$ cat src/rtl/ftg_pkg.sv
package ftg_pkg;
    localparam int DEF_INT_W  = 16;
    localparam int DEF_FRAC_W = 16;
endpackage

$ cat src/rtl/ftg_counter.sv
module ftg_counter #(
    parameter int W = ftg_pkg::DEF_INT_W
) (
    input  logic         clk,
    input  logic         rst_n,
    input  logic         en_i,
    output logic [W-1:0] cnt_o
);
    localparam logic [W-1:0] ONE = 1;

    typedef struct packed {
        logic [W-1:0] cnt;
    } cnt_state_t;

    cnt_state_t st_d, st_q;

    always_comb begin
        st_d = st_q;
        if (en_i) begin
            st_d.cnt = st_q.cnt + ONE;
        end
    end

    always_ff @(posedge clk or negedge rst_n) begin
        if (!rst_n) begin
            st_q <= '0;
        end else begin
            st_q <= st_d;
        end
    end

    assign cnt_o = st_q.cnt;


    cnt_hold_chk: assert property (@(posedge clk) disable iff (!rst_n)
        !en_i |=> $stable(cnt_o));


    cnt_step_chk: assert property (@(posedge clk) disable iff (!rst_n)
        en_i |=> (cnt_o == $past(cnt_o) + ONE));
endmodule

$ cat src/rtl/ftg_sched.sv
module ftg_sched #(
    parameter int INT_W  = ftg_pkg::DEF_INT_W,
    parameter int FRAC_W = ftg_pkg::DEF_FRAC_W,
    localparam int ACC_W = INT_W + FRAC_W
) (
    input  logic             clk,
    input  logic             rst_n,
    input  logic             hit_i,
    input  logic [ACC_W-1:0] period_i,
    output logic [INT_W-1:0] cmp_o,
    output logic             tick_o
);
    typedef struct packed {
        logic [ACC_W-1:0] acc;
        logic [INT_W-1:0] cmp;
        logic             tick;
    } sched_state_t;

    sched_state_t     st_d, st_q;
    logic [ACC_W-1:0] sum_d;

    always_comb begin
        st_d      = st_q;
        sum_d     = st_q.acc + period_i;
        st_d.tick = hit_i;
        if (hit_i) begin
            st_d.acc = sum_d;
            st_d.cmp = sum_d[ACC_W-1:FRAC_W];
        end
    end

    always_ff @(posedge clk or negedge rst_n) begin
        if (!rst_n) begin
            st_q <= '0;
        end else begin
            st_q <= st_d;
        end
    end

    assign cmp_o  = st_q.cmp;
    assign tick_o = st_q.tick;


    cmp_hold_chk: assert property (@(posedge clk) disable iff (!rst_n)
        !hit_i |=> $stable(cmp_o));
endmodule

$ cat src/rtl/frac_tick_gen.sv
module frac_tick_gen #(
    parameter int INT_W  = ftg_pkg::DEF_INT_W,
    parameter int FRAC_W = ftg_pkg::DEF_FRAC_W,
    localparam int ACC_W = INT_W + FRAC_W
) (
    input  logic             clk,
    input  logic             rst_n,
    input  logic             en_i,
    input  logic [ACC_W-1:0] period_i,
    output logic             tick_o,
    output logic [INT_W-1:0] cmp_o
);
    logic [INT_W-1:0] cnt;
    logic             hit;

    ftg_counter #(.W(INT_W)) u_cnt (
        .clk   (clk),
        .rst_n (rst_n),
        .en_i  (en_i),
        .cnt_o (cnt)
    );

    assign hit = en_i && (cnt == cmp_o);

    ftg_sched #(.INT_W(INT_W), .FRAC_W(FRAC_W)) u_sched (
        .clk      (clk),
        .rst_n    (rst_n),
        .hit_i    (hit),
        .period_i (period_i),
        .cmp_o    (cmp_o),
        .tick_o   (tick_o)
    );


    match_tick_chk: assert property (@(posedge clk) disable iff (!rst_n)
        (en_i && (cnt == cmp_o)) |=> tick_o);


    no_tick_idle_chk: assert property (@(posedge clk) disable iff (!rst_n)
        !en_i |=> !tick_o);
endmodule

$ cat config.mk
export PLATFORM = sky130hd
export DESIGN_NAME = frac_tick_gen
export DESIGN_NICKNAME = d
export VERILOG_FILES = /design/src/rtl/ftg_pkg.sv /design/src/rtl/ftg_counter.sv /design/src/rtl/ftg_sched.sv /design/src/rtl/frac_tick_gen.sv
export SDC_FILE = /design/constraint.sdc
export NUM_CORES = 1
export LEC_CHECK = 0
export ABC_AREA = 0
export BUFFER_PORTS_ARGS = -buffer_cell sky130_fd_sc_hd__buf_2
export CAP_MARGIN = 20
export CORE_MARGIN = 1
export CORE_UTILIZATION = 25
export CTS_CLUSTER_DIAMETER = 60
export DETAILED_ROUTE_END_ITERATION = 8
export GPL_TIMING_DRIVEN = 0
export PLACE_DENSITY = 0.43
export SLEW_MARGIN = 0
export SYNTH_ARGS = -nofsm -noshare
export SYNTH_HDL_FRONTEND = slang
export SYNTH_SLANG_ARGS = --single-unit
$ cat constraint.sdc
create_clock -name clk -period 3.5 [get_ports clk]
set_input_delay 0.35 -clock clk [delete_from_list [all_inputs] [get_ports clk]]
set_output_delay 0.35 -clock clk [all_outputs]
set_load 0.01 [all_outputs]
==> results by group <==
Route
  – Routed Antenna Nets: 0
  – Via Count: 3536
  – Drt drc: 0
  – Initial drt markers: 189
  – Avg WL per Cell: 15.3 µm
  – Post-DR vias/cell: 4.78
  – Router iterations before antenna repair: 4
  – WL final: 11300 µm

Power and ir drop
  – Leakage: 2.22 nW
  – PwrDens: 455 nW/µm²
  – Maximum vdd drop: 171 µV
  – Power consumption: 2.15 mW

Clock network
  – Postcts setup bufs: 0
  – H-Tree Depth: 2
  – Root Buffer: clkbuf_16
  – Num CTS Buffers: 5
  – Clock slew at reported path FFs: 0.07 ns
  – CTS tree: done
  – Post-cts hold buffer count: 0
  – Clock Latency Late Sink: 0.29 ns
  – Post-CTS sizing: 0
  – CTS sink cnt: 49
  – CTS Buffer Depth: 2

Flow run
  – Max-cap violations: 0

GRT
  – GRT met2 Usage: 23.3%
  – Vias in the first global route: 3455
  – Gr busiest metal: met2
  – First-pass GRT wire length: 18300 µm
  – Met1 usage: 19.9%
  – Antenna violations before repair: 0
  – Met3 usage: 1.75%
  – Total congestion overflow: 0
  – GRT Total Usage: 14.3%
  – Largest net degree at the start of global routing: 27

Synth
  – Synth Register Bits: 49
  – Async SR Flop Fraction: 100%
  – Yosys cell types: 59
  – Simple-gate share of the synthesized area: 19.4%
  – Mean area per synthesized cell: 8.56 µm²
  – Syn_nets: 537
  – Leading area contributor after synthesis: dfrtp_1
  – Synth top area share: 30.5%
  – Sequential area share after synthesis: 30.5%
  – Multiplexer share of the synthesized area: 1.06%
  – Post-synth top cells: nand2_1, dfrtp_1, a21oi_1, xnor2_1, ha_1
  – Synth warn: 0
  – Largest family of logic cells by synthesized area: compound AO/OA/AOI/OAI gates
  – Mapped Area: 4010 µm²
  – Post-Synth Adder-Cell Area: 10.5%
  – Top_reg_cell synth: dfrtp_1
  – Most common cell in the netlist: nand2_1
  – Post-synth EDFFs: 0
  – Area contributors post-synth: dfrtp_1, ha_1, xnor2_1
  – Synthesized instance count: 469
  – Compound-Gate Fraction of Synth Area: 20.2%
  – XOR/XNOR Fraction of Synth Area: 12.4%

Place
  – Port bufs: 50
  – Placement Setup Slack: 0.452 ns
  – Placed inst area: 4550 µm²
  – Detail Placement HPWL: 8900 µm
  – DP Cell Count: 731
  – Gpl congestion: 0.850

Timing
  – Worst hold slack: 0.0709 ns
  – Maximum clock rate: 0.332 GHz
  – Final Max Slew Viols: 0
  – # setup viols final: 0
  – Tmin final: 3.01 ns
  – Slew @ Worst Pin: 0.703 ns
  – Worst setup margin: 0.488 ns
  – Setup TNS after final layout: 0 ns
  – Unrepaired setup endpoints after global routing: no
  – Skew final: 0.00617 ns
  – Final period util: 86.1%
  – Slew HR: 52.5%
  – Final hold vios: 0

Worst setup path
  – Worst setup EP type: register
  – Crit-path max FO: 4
  – Reg-to-reg slack, setup: 0.49 ns
  – Crit start category: register
  – Worst Path Required: 3.66 ns
  – Critical path arrival: 3.17 ns
  – Crit Path Class: register to register

Finish
  – Fillers: 1710
  – P&R area growth vs syn: 17.6%
  – Layout cells sized above 1: 17.6%
  – Nets: 595
  – Non-filler cells, final: 739
  – Antenna cells: 0
  – Finished Cell Area: 4720 µm²
  – Final core utilization: 30.6%

Floorplanning
  – CORE AREA: 15400 µm²
  – Row count: 45
  – Die H: 129 µm
  – Die ar.: 16600 µm²
  – Die width: 129 µm
  – Io pins: 52
  – Initial core utilization: 26.0%

Hold path
  – Worst min path class: input pin to async pin

Status
  – Status: completed
## worst max-delay path: stages (launching register included)
cell,delay (ns)
dfrtp_1,0.38
ha_1,0.21
fa_1,0.40
a21o_1,0.23
a311o_1,0.37
o211ai_2,0.11
a21oi_1,0.19
a221oi_2,0.54
o21ai_0,0.20
xnor2_1,0.18
o21ai_1,0.07
## cell usage in the layout, fill, tap and decap left out, types with 8 or more instances in the layout
cell      synthesis  layout
a21o_1           18      18
nand2_1          62      62
o21ai_0          10      10
ha_1             32      32
o21ai_1          26      26
xnor2_1          34      34
clkbuf_1         20      21
nand4_1          13      13
a21oi_1          34      34
buf_2             1      51
xor2_1           23      23
dfrtp_1          49      49
nor2_1           21      21
buf_4            16      16
nand3_1          15      15
o21bai_1          8       8
nor3_1            8       8
## flip-flops by register name, indices dropped and copies added (netlist names)
register        flops
u_sched.tick_o      1
u_sched.st_q       16
u_cnt.cnt_o        16
u_sched.cmp_o      16
## power breakdown
group / internal (mW) / switching [mW] / leakage, nW
Combinational: 0.359 / 0.455 / 1.49
Sequential: 0.647 / 0.102 / 0.648
Clock: 0.358 / 0.227 / 0.0841
Total: 1.36 / 0.784 / 2.22
## path summary, 6_finish.rpt
| kind | to | cells after the start | start |
|---|---|---|---|
| setup / recovery | u_sched.cmp_o[10] | 10 | u_sched.st_q[17] |
| hold / removal | u_sched.st_q[28] | 1 | rst_n |
| setup reg to reg | u_sched.cmp_o[10] | 10 | u_sched.st_q[17] |
| hold reg to reg | u_sched.st_q[17] | 2 | u_sched.st_q[17] |
| max in group asynchronous | u_sched.cmp_o[11] | 2 | rst_n |
| min in group clk | u_sched.st_q[17] | 4 | period_i[0] |
## per-layer routing
layer / vias up / part of all wire (%)
met3: 10 / 3.3
met2: 77 / 45
met1: 1661 / 50
met4: 0 / 1.3
li1: 1788 / -
met5: - / 0
## final cells by class
cell class / count / area (µm²) / area share (%)
multi-input combinational: 376 / 2550 / 54.1
sequential: 49 / 1230 / 26.0
clock buffer: 7 / 143 / 3.02
buffer: 38 / 211 / 4.48
clock inverter: 1 / 30.0 / 0.636
tap: 211 / 264 / 5.59
inverter: 6 / 22.5 / 0.477
timing repair buffer: 51 / 270 / 5.72
## cell families after synthesis
kind of cell	count (synthesis)
flops	49
simple gates	154
mux	4
compound gates	128
xor+xnor	57
buf+inv	44
fa+ha+maj	33
Note: power is estimated with default switching activity, not from simulation.
